`config.mk`:
```
export PLATFORM = sky130hd
export DESIGN_NAME = fsg_top
export DESIGN_NICKNAME = d
export VERILOG_FILES = /design/src/rtl/fsg_pkg.sv /design/src/rtl/fsg_bit_tick.sv /design/src/rtl/fsg_frame_ctr.sv /design/src/rtl/fsg_pin_mux.sv /design/src/rtl/fsg_top.sv
export SDC_FILE = /design/constraint.sdc
export NUM_CORES = 1
export LEC_CHECK = 0
export BUFFER_PORTS_ARGS = -buffer_cell sky130_fd_sc_hd__buf_2
export CAP_MARGIN = 25
export CELL_PAD_IN_SITES_DETAIL_PLACEMENT = 2
export CELL_PAD_IN_SITES_GLOBAL_PLACEMENT = 2
export CORE_MARGIN = 10
export CORE_UTILIZATION = 30
export CTS_CLUSTER_SIZE = 14
export DETAILED_ROUTE_END_ITERATION = 8
export HOLD_SLACK_MARGIN = 0.03
export PLACE_DENSITY_LB_ADDON = 0.1
export SYNTH_ARGS = -nofsm -noshare
export SYNTH_HDL_FRONTEND = slang
export SYNTH_HIERARCHICAL = 1
export SYNTH_SLANG_ARGS = --single-unit
export TNS_END_PERCENT = 5
```
`constraint.sdc`:
```
create_clock -name clk -period 2.63 [get_ports clk]
set_clock_uncertainty 0.05 [all_clocks]
set_input_delay 0.263 -clock clk [delete_from_list [all_inputs] [get_ports clk]]
set_output_delay 0.263 -clock clk [all_outputs]
set_load 0.02 [all_outputs]
```
`src/rtl/fsg_pkg.sv`:
```
package fsg_pkg;
  localparam int FSG_NDIR = 2;

  typedef enum logic [0:0] {
    FSG_DIR_TX = 1'b0,
    FSG_DIR_RX = 1'b1
  } fsg_dir_e;
endpackage

```
`src/rtl/fsg_bit_tick.sv`:
```
module fsg_bit_tick #(
  parameter int DIV_W = 8
) (
  input  logic             clk,
  input  logic             rst_n,
  input  logic             gen_en,
  input  logic             clk_ext,
  input  logic [DIV_W-1:0] div_m1,
  input  logic             ext_bclk_i,
  output logic             bit_tick,
  output logic             bclk_lvl
);
  localparam int SYNC_STAGES = 2;

  // High during the first half of each divided period.
  function automatic logic half_high(input logic [DIV_W-1:0] cnt,
                                     input logic [DIV_W-1:0] div);
    logic [DIV_W:0] half;
    half = ({1'b0, div} + 1'b1) >> 1;
    return ({1'b0, cnt} < half);
  endfunction

  logic [DIV_W-1:0]       div_cnt;
  logic [SYNC_STAGES:0]   ext_sync;
  logic                   int_wrap;
  logic                   ext_rise;

  assign int_wrap = (div_cnt >= div_m1);
  assign ext_rise = ext_sync[SYNC_STAGES-1] & ~ext_sync[SYNC_STAGES];

  always_ff @(posedge clk or negedge rst_n) begin
    if (!rst_n) begin
      div_cnt <= '0;
    end else if (!gen_en || clk_ext) begin
      div_cnt <= '0;
    end else if (int_wrap) begin
      div_cnt <= '0;
    end else begin
      div_cnt <= div_cnt + 1'b1;
    end
  end

  always_ff @(posedge clk or negedge rst_n) begin
    if (!rst_n) begin
      ext_sync <= '0;
    end else begin
      ext_sync <= {ext_sync[SYNC_STAGES-1:0], ext_bclk_i};
    end
  end

  always_comb begin
    if (!gen_en) begin
      bit_tick = 1'b0;
      bclk_lvl = 1'b0;
    end else if (clk_ext) begin
      bit_tick = ext_rise;
      bclk_lvl = ext_sync[SYNC_STAGES-1];
    end else begin
      bit_tick = int_wrap;
      bclk_lvl = half_high(div_cnt, div_m1);
    end
  end
endmodule

```
`src/rtl/fsg_frame_ctr.sv`:
```
module fsg_frame_ctr #(
  parameter int CNT_W = 8
) (
  input  logic             clk,
  input  logic             rst_n,
  input  logic             gen_en,
  input  logic             fs_en,
  input  logic             bit_tick,
  input  logic [CNT_W-1:0] period_m1,
  input  logic [CNT_W-1:0] width_m1,
  output logic             fs_active,
  output logic             frame_start,
  output logic             running,
  output logic [CNT_W-1:0] bit_cnt,
  output logic [CNT_W-1:0] per_q
);
  logic [CNT_W-1:0] wid_q;
  logic             frame_begin;
  logic             armed;
  logic [CNT_W-1:0] cnt_next;

  function automatic logic in_pulse(input logic [CNT_W-1:0] idx,
                                    input logic [CNT_W-1:0] wid);
    return (idx <= wid);
  endfunction

  assign armed       = gen_en & fs_en;
  assign frame_begin = armed & bit_tick & (!running || (bit_cnt == per_q));
  assign cnt_next    = bit_cnt + 1'b1;

  always_ff @(posedge clk or negedge rst_n) begin
    if (!rst_n) begin
      running     <= 1'b0;
      fs_active   <= 1'b0;
      frame_start <= 1'b0;
      bit_cnt     <= '0;
      per_q       <= '0;
      wid_q       <= '0;
    end else if (!armed) begin
      running     <= 1'b0;
      fs_active   <= 1'b0;
      frame_start <= 1'b0;
      bit_cnt     <= '0;
    end else if (frame_begin) begin
      running     <= 1'b1;
      fs_active   <= 1'b1;
      frame_start <= 1'b1;
      bit_cnt     <= '0;
      per_q       <= period_m1;
      wid_q       <= width_m1;
    end else if (bit_tick) begin
      bit_cnt     <= cnt_next;
      fs_active   <= in_pulse(cnt_next, wid_q);
      frame_start <= 1'b0;
    end else begin
      frame_start <= 1'b0;
    end
  end
endmodule

```
`src/rtl/fsg_pin_mux.sv`:
```
module fsg_pin_mux (
  input  logic fs_active,
  input  logic bclk_lvl,
  input  logic pol,
  input  logic fs_master,
  input  logic clk_master,
  input  logic fs_pin_i,
  output logic fs_pin_o,
  output logic fs_pin_oe,
  output logic bclk_pin_o,
  output logic bclk_pin_oe,
  output logic frame_o
);
  always_comb begin
    fs_pin_oe   = fs_master;
    bclk_pin_oe = clk_master;
    bclk_pin_o  = clk_master & bclk_lvl;
    if (fs_master) begin
      fs_pin_o = fs_active ^ pol;
      frame_o  = fs_active;
    end else begin
      fs_pin_o = 1'b0;
      frame_o  = fs_pin_i ^ pol;
    end
  end
endmodule

```
`src/rtl/fsg_top.sv`:
```
module fsg_top
  import fsg_pkg::*;
#(
  parameter int DIV_W = 8,
  parameter int CNT_W = 8
) (
  input  logic                clk,
  input  logic                rst_n,
  input  logic                ext_bclk_i,
  input  logic                cfg_gen_en,
  input  logic                cfg_fs_en,
  input  logic                cfg_clk_ext,
  input  logic [DIV_W-1:0]    cfg_div_m1,
  input  logic [CNT_W-1:0]    cfg_period_m1,
  input  logic [CNT_W-1:0]    cfg_width_m1,
  input  logic                cfg_fs_pol,
  input  logic [FSG_NDIR-1:0] cfg_fs_master,
  input  logic [FSG_NDIR-1:0] cfg_clk_master,
  input  logic [FSG_NDIR-1:0] fs_pin_i,
  output logic [FSG_NDIR-1:0] fs_pin_o,
  output logic [FSG_NDIR-1:0] fs_pin_oe,
  output logic [FSG_NDIR-1:0] bclk_pin_o,
  output logic [FSG_NDIR-1:0] bclk_pin_oe,
  output logic [FSG_NDIR-1:0] frame_o,
  output logic                frame_start_o
);
  logic             bit_tick;
  logic             bclk_lvl;
  logic             fs_active;
  logic             frame_start;
  logic             running;
  logic [CNT_W-1:0] bit_cnt;
  logic [CNT_W-1:0] per_q;

  fsg_bit_tick #(.DIV_W(DIV_W)) u_tick (
    .clk        (clk),
    .rst_n      (rst_n),
    .gen_en     (cfg_gen_en),
    .clk_ext    (cfg_clk_ext),
    .div_m1     (cfg_div_m1),
    .ext_bclk_i (ext_bclk_i),
    .bit_tick   (bit_tick),
    .bclk_lvl   (bclk_lvl)
  );

  fsg_frame_ctr #(.CNT_W(CNT_W)) u_frame (
    .clk         (clk),
    .rst_n       (rst_n),
    .gen_en      (cfg_gen_en),
    .fs_en       (cfg_fs_en),
    .bit_tick    (bit_tick),
    .period_m1   (cfg_period_m1),
    .width_m1    (cfg_width_m1),
    .fs_active   (fs_active),
    .frame_start (frame_start),
    .running     (running),
    .bit_cnt     (bit_cnt),
    .per_q       (per_q)
  );

  for (genvar d = 0; d < FSG_NDIR; d++) begin : g_dir
    fsg_pin_mux u_mux (
      .fs_active   (fs_active),
      .bclk_lvl    (bclk_lvl),
      .pol         (cfg_fs_pol),
      .fs_master   (cfg_fs_master[d]),
      .clk_master  (cfg_clk_master[d]),
      .fs_pin_i    (fs_pin_i[d]),
      .fs_pin_o    (fs_pin_o[d]),
      .fs_pin_oe   (fs_pin_oe[d]),
      .bclk_pin_o  (bclk_pin_o[d]),
      .bclk_pin_oe (bclk_pin_oe[d]),
      .frame_o     (frame_o[d])
    );
  end

  assign frame_start_o = frame_start;
endmodule

```
==> results.ini, run 1 <==
[synth]
syn_inst = 244
ys_warn_count = 6
synth.distinct_cells = 39
synth.cell_area_um2 = 2560
postSynthAreaPerCell_um2 = 10.5
ys_ff_latch = 38
syn_nets = 307
ys_seq_area_frac = 0.372

[power]
vdd_ir_drop_max_uv = 225
power.density_nw_per_um2 = 463
power_mw = 1.42
power_leakage_nw = 1.60

[global_route]
grt_pass1_vias = 2263
use_met1 = 0.123
grt_antenna_before_repair = 0
grt_overflow = 0
grt_pass1_wl_um = 11100
grtUsageMet3 = 0.0250
grt_max_degree = 39
track_usage = 0.105
gr-max-usage-layer = met2
use_met2 = 0.188

[worst_hold_path]
hp-class = primary input to async pin

[worst_setup_path]
arrival_ns = 2.16
end_kind = output pin
worstSetupStartpointType = register
worstPathRequired_ns = 2.32
path_class = register to output pin
crit_path_max_fanout = 5

[flow_run]
drv_cap = 0

[sta]
fin_crit_ns = 2.47
finalCritPeriodShare = 0.941
slew_viol_final = 0
whs_ns = 0.0557
tightest_slew_ns = 0.910
max_clock_freq_ghz = 0.404
finalSetupViolCount = 0
hold_viol_final = 0
maxSlewHeadroom = 0.393
rsz0062_at_grt = yes
fin_ws_ns = 0.155

[clock_network]
numCtsBuffers = 5
cts_setup_buffers = 0
root_buffer = clkbuf_8
cts_tree = built
cts.path.max_buffers = 2
cts.sinks = 38
clock_latency_ns = 0.28
h-tree-depth = 2
clk_transition_reported_paths_ns = 0.08

[route]
drt-pass1-iter-count = 2
routed_wl_um = 6560
dr.first_iter.drc_count = 27
wire_per_inst_um = 16.0
vias = 1993
avgViaCountPerCell = 4.87
drtAntennaViolNets = 0
drc_errors = 0

[finish]
diodes = 0
final_area_um2 = 3070
drive_gt1_frac = 0.322
finalNonFillerCells = 409
area_delta_synth_final_pct = 20.1
layout_commonest_cell = buf_2
fin_nets = 367
nFillCells = 943
final_cell_mix = buf_2, dfrtp_1, ha_1, inv_1, xor2_1

[placed_design]
dp_hpwl_um = 5330
gp_congestion = 0.709
portBuffers = 47
preCtsSetupSlack_ns = -0.183
dpl_cell_area_um2 = 2960
placed_cells = 401

[floorplan]
rows = 33
die_h_um = 112
dieArea_um2 = 12600
start_util = 0.310
dieWidth_um = 112
core_area_um2 = 8260
ios = 48

[run_status]
status = complete, no violations

-- cell usage after synthesis --
cell type | instances | area (µm²)
a211oi_1 | 2 | 15.0
a21o_1 | 4 | 30.0
a21oi_1 | 9 | 45.0
a22o_1 | 4 | 35.0
a22o_2 | 1 | 10.0
a311oi_4 | 1 | 26.3
and2_1 | 4 | 25.0
and3_1 | 3 | 18.8
buf_12 | 1 | 20.0
buf_4 | 4 | 30.0
buf_6 | 3 | 33.8
clkbuf_1 | 2 | 7.51
dfrtp_1 | 38 | 951
ha_1 | 26 | 325
inv_1 | 18 | 67.6
mux2_2 | 8 | 90.1
mux2_4 | 9 | 135
mux2i_1 | 1 | 10.0
nand2_1 | 15 | 56.3
nand2b_1 | 1 | 6.26
nand3_1 | 13 | 65.1
nand4_1 | 4 | 25.0
nor2_1 | 9 | 33.8
nor2b_1 | 5 | 31.3
nor3_1 | 9 | 45.0
nor3b_1 | 1 | 7.51
nor4_2 | 2 | 25.0
o2111ai_1 | 3 | 26.3
o211ai_1 | 3 | 22.5
o21a_1 | 1 | 7.51
o21ai_0 | 4 | 20.0
o21ai_1 | 2 | 10.0
o21ai_2 | 1 | 8.76
o311a_1 | 1 | 10.0
or2_2 | 2 | 12.5
or3b_2 | 1 | 8.76
xnor2_1 | 12 | 105
xor2_1 | 16 | 140
xor2_2 | 1 | 16.3
-- per-layer routing --
metal,routed length [µm],vias up
met5,0,-
met4,34,0
met3,250,2
met2,3370,29
met1,2900,992
li1,-,970
-- report_power, final --
group	internal, mW	switching, mW	leakage, nW	total [mW]
clock	0.183	0.202	0.0383	0.385
sequential	0.653	0.0473	0.494	0.700
combinational	0.178	0.162	1.06	0.340
total	1.01	0.411	1.60	1.42
-- cell families (layout without fill, tap and decap cells) --
kind of cell	after synthesis	in the layout	share of synthesized area
flops	38	38	0.372
buf+inv	28	88	0.0621
fa+ha+maj	26	26	0.127
mux	18	18	0.0919
simple gates	69	69	0.141
xor+xnor	29	29	0.102
compound gates	36	36	0.104
-- repair_timing --
action | 4_1_cts | 5_1_grt
hold buffers | 1 | 0
endpoints found under the setup margin | 10 | 11
pin swaps | 0 | 2
endpoints found under the hold margin | 1 | 0
resized for setup | 4 | 3
-- metrics by stage --
step / utilization / setup TNS [ns]
3_5_place_dp: 0.358 / -1.21
4_1_cts: 0.370 / 0
3_3_place_gp: 0.358 / -0.644
5_1_grt: 0.372 / -0.0240
6_report: 0.372 / 0
2_1_floorplan: - / 0
-- final cells by class --
class / instances / area (µm²) / area share
sequential: 38 / 951 / 0.309
multi-input combinational: 178 / 1480 / 0.481
clock buffer: 7 / 76.3 / 0.0248
timing repair buffer: 63 / 370 / 0.120
inverter: 18 / 67.6 / 0.0220
tap: 105 / 131 / 0.0427
-- registers in the layout, indices dropped and copies added, names as in the netlist --
register and count:
u_tick/ext_sync 3, u_frame/bit_cnt 8, u_frame/per_q 8, u_frame/wid_q 8
u_frame/fs_active 1, u_tick/div_cnt 8, u_frame/running 1, u_frame/frame_start 1
-- worst paths after layout --
kind | cells after the start | endpoint | slack (ns) | startpoint
max in group asynchronous | 1 | u_frame/per_q[5]$_DFFE_PN0P_ | 1.91 | rst_n
min in group clk | 2 | u_frame/wid_q[5]$_DFFE_PN0P_ | 0.16 | cfg_width_m1[5]
setup / recovery | 8 | bclk_pin_o[0] | 0.16 | u_tick/div_cnt[1]$_DFF_PN0_
hold reg to reg | 0 | u_tick/ext_sync[1]$_DFF_PN0_ | 0.31 | u_tick/ext_sync[0]$_DFF_PN0_
setup reg to reg | 9 | u_frame/per_q[2]$_DFFE_PN0P_ | 0.16 | u_tick/div_cnt[1]$_DFF_PN0_
hold / removal | 1 | u_frame/fs_active$_DFFE_PN0P_ | 0.06 | rst_n
-- worst max-delay path, cell delays in order, from the launching register on --
cell and delay, ns:
dfrtp_1 0.38, buf_4 0.16, ha_1 0.20, or3b_2 0.44, o2111ai_1 0.11, a21oi_1 0.13, o21ai_2 0.14, and2_1 0.14
buf_2 0.16
(Power assumes the default switching activity.)
==> run 2, diff against run 1 <==
--- a/config.mk
+++ b/config.mk
@@ -5,7 +5,7 @@
 export SDC_FILE = /design/constraint.sdc
 export NUM_CORES = 1
 export LEC_CHECK = 0
-export BUFFER_PORTS_ARGS = -buffer_cell sky130_fd_sc_hd__buf_2
+export BUFFER_PORTS_ARGS = -buffer_cell sky130_fd_sc_hd__buf_4
 export CAP_MARGIN = 25
 export CELL_PAD_IN_SITES_DETAIL_PLACEMENT = 2
 export CELL_PAD_IN_SITES_GLOBAL_PLACEMENT = 2
@@ -15,6 +15,7 @@
 export DETAILED_ROUTE_END_ITERATION = 8
 export HOLD_SLACK_MARGIN = 0.03
 export PLACE_DENSITY_LB_ADDON = 0.1
+export SETUP_SLACK_MARGIN = 0.1
 export SYNTH_ARGS = -nofsm -noshare
 export SYNTH_HDL_FRONTEND = slang
 export SYNTH_HIERARCHICAL = 1
==> run 2 against run 1 <==
- cell area increased by 9.0%
- non-clock buffer count increased by 5
- via count increased by 1.4%
- count of clock-buffer cells in the layout unchanged
- power increased by 6.2%
- setup slack got worse by 0.067 ns
- routed wire length increased by 7.7%
- final cell count increased by 1.5%
- sequential cell count unchanged
- critical path type is now register to register
- critical endpoint is now u_frame/wid_q[3]$_DFFE_PN0P_
==> results.ini, run 2 (synthesis results as in run 1) <==
[flow_run]
drv_cap = 0  ; unchanged

[clock_network]
cts_tree = built  ; unchanged
clock_latency_ns = 0.29  ; was 0.28 ns
h-tree-depth = 2  ; unchanged
cts.path.max_buffers = 2  ; unchanged
numCtsBuffers = 5  ; unchanged
clk_transition_reported_paths_ns = 0.08  ; about the same
root_buffer = clkbuf_8  ; unchanged
cts.sinks = 38  ; unchanged

[global_route]
grt_pass1_wl_um = 11400  ; was 11,100 µm
grt_antenna_before_repair = 0  ; unchanged
grt_max_degree = 39  ; unchanged
grt_pass1_vias = 2284  ; was 2,263
grt_overflow = 0  ; unchanged
track_usage = 0.108  ; was 0.105

[floorplan]
die_h_um = 112  ; unchanged
ios = 48  ; unchanged
start_util = 0.310  ; unchanged
dieWidth_um = 112  ; unchanged
core_area_um2 = 8260  ; unchanged
dieArea_um2 = 12600  ; unchanged
rows = 33  ; unchanged

[power]
internal_power_mw = 1.09  ; was 1.01 mW
p_clk_frac = 0.274  ; was 0.270
vdd_ir_drop_max_uv = 263  ; was 225 µV
power.density_nw_per_um2 = 451  ; was 463 nW/µm²
pwr-share-comb = 0.262  ; was 0.238
power_mw = 1.51  ; was 1.42 mW
p_switching_uw = 426  ; was 411 µW
power_leakage_nw = 1.72  ; was 1.60 nW
swShare = 0.282  ; was 0.288
power_frac_seq = 0.463  ; was 0.492

[worst_setup_path]
end_kind = register  ; was output pin
worstPathRequired_ns = 2.75  ; was 2.32 ns
r2r_slack_ns = 0.09  ; was 0.16 ns
arrival_ns = 2.67  ; was 2.16 ns
crit_path_max_fanout = 8  ; was 5
worstSetupStartpointType = register  ; unchanged
slowest_delay_ns = 0.41  ; was 0.44 ns
critPathSlowestCell = dfrtp_1  ; was or3b_2
crit_chain = ha_4, nor2b_4, o211ai_1, a311oi_4, o311a_1, nand3_2, a21o_4, clkbuf_16, mux2_4  ; was buf_4, ha_1, or3b_2, o2111ai_1, a21oi_1, o21ai_2, and2_1, buf_2
path_class = register to register  ; was register to output pin

[route]
wire_per_inst_um = 17.0  ; was 16.0 µm
drtAntennaViolNets = 0  ; unchanged
dr.first_iter.drc_count = 51  ; was 27
drt-pass1-iter-count = 4  ; was 2
avgViaCountPerCell = 4.87  ; about the same
wl_met2_um = 3520  ; was 3370 µm
drt-met1-wl_um = 3240  ; was 2900 µm
vias = 2020  ; was 1,993
highest_layer = met4  ; unchanged
drc_errors = 0  ; unchanged
wl_met3_um = 248  ; was 250 µm
routed_wl_um = 7060  ; was 6560 µm

[sta]
fin_ws_ns = 0.0878  ; was 0.155 ns
rsz0062_at_grt = yes  ; unchanged
whs_ns = 0.150  ; was 0.0557 ns
finalCritPeriodShare = 0.967  ; was 0.941
tightest_slew_ns = 0.740  ; was 0.910 ns
hold_viol_final = 0  ; unchanged
fin_crit_ns = 2.54  ; was 2.47 ns
slew_viol_final = 0  ; unchanged
maxSlewHeadroom = 0.504  ; was 0.393
finalSetupViolCount = 0  ; unchanged
max_clock_freq_ghz = 0.393  ; was 0.404 GHz

[placed_design]
gp_congestion = 0.713  ; was 0.709
dp_hpwl_um = 5500  ; was 5330 µm
placed_cells = 403  ; was 401
portBuffers = 47  ; unchanged
preCtsSetupSlack_ns = -0.162  ; was -0.183 ns

[finish]
fin_nets = 372  ; was 367
drive_gt1_frac = 0.365  ; was 0.322
layout_commonest_cell = buf_4  ; was buf_2
finalNonFillerCells = 415  ; was 409
area_delta_synth_final_pct = 31.0  ; was 20.1%
final_cell_mix = buf_4, dfrtp_1, ha_1, inv_1  ; was buf_2, dfrtp_1, ha_1, inv_1, xor2_1
diodes = 0  ; unchanged

[worst_hold_path]
hp-class = primary input to register  ; was primary input to async pin

[run_status]
status = complete, no violations  ; unchanged

## run 2: worst max-delay path: cells and delay by family (launching register included)
kind	cells	cell delay [ns]
DFF	1	0.41
adders and majority gates	1	0.27
AOI/OAI and AO/OA	4	1.02
buffers and inverters	1	0.17
and+or+nand+nor	2	0.21
muxes	1	0.30
## run 2: repair_timing
item | CTS | global route
resized for setup | 1 | 26
cloned | 0 | 1
pin swaps | 0 | 14
endpoints found under the setup margin | 17 | 27
endpoints found under the hold margin | 39 | 0
hold buffers | 2 | 0
buffers inserted | 0 | 2
## run 2: final timing paths
check / cells after the start / endpoint / start
max: 9 / u_frame/wid_q[3]$_DFFE_PN0P_ / u_tick/div_cnt[1]$_DFF_PN0_
min: 2 / u_frame/per_q[1]$_DFFE_PN0P_ / cfg_period_m1[1]
max reg2reg: 9 / u_frame/wid_q[3]$_DFFE_PN0P_ / u_tick/div_cnt[1]$_DFF_PN0_
min reg2reg: 0 / u_tick/ext_sync[1]$_DFF_PN0_ / u_tick/ext_sync[0]$_DFF_PN0_
max in group asynchronous: 2 / u_frame/bit_cnt[0]$_DFFE_PN0P_ / rst_n
min in group asynchronous: 2 / u_frame/per_q[3]$_DFFE_PN0P_ / rst_n
## run 2: per-layer routing
layer / GRT usage / vias to the layer above
met4: 0.0228 / 0
met5: 0 / -
met2: 0.184 / 40
met1: 0.135 / 998
li1: - / 977
met3: 0.0240 / 5
## run 2: layout make-up
type,count,area [µm²]
tap,105,131
clock inverter,1,5.00
clock buffer,7,86.3
timing repair buffer,68,546
sequential,38,952
fill,921,4910
inverter,18,67.6
multi-input combinational,178,1560
## run 2: power by group through the flow
stage	registers, mW	clock network [mW]	logic (mW)
3_3_place_gp	0.708	0	0.351
3_5_place_dp	0.711	0	0.360
2_1_floorplan	0.698	0	0.228
6_report	0.700	0.415	0.397
4_1_cts	0.699	0.437	0.369
5_1_grt	0.712	0.459	0.440
## run 2: metrics by stage
step	util	area (µm²)	TNS [ns]
floorplan	-	2560	0
global placement	0.374	3090	-0.521
detailed placement	0.374	3090	-0.902
CTS	0.388	3210	0
global route	0.406	3350	-0.587
finish	0.406	3350	0
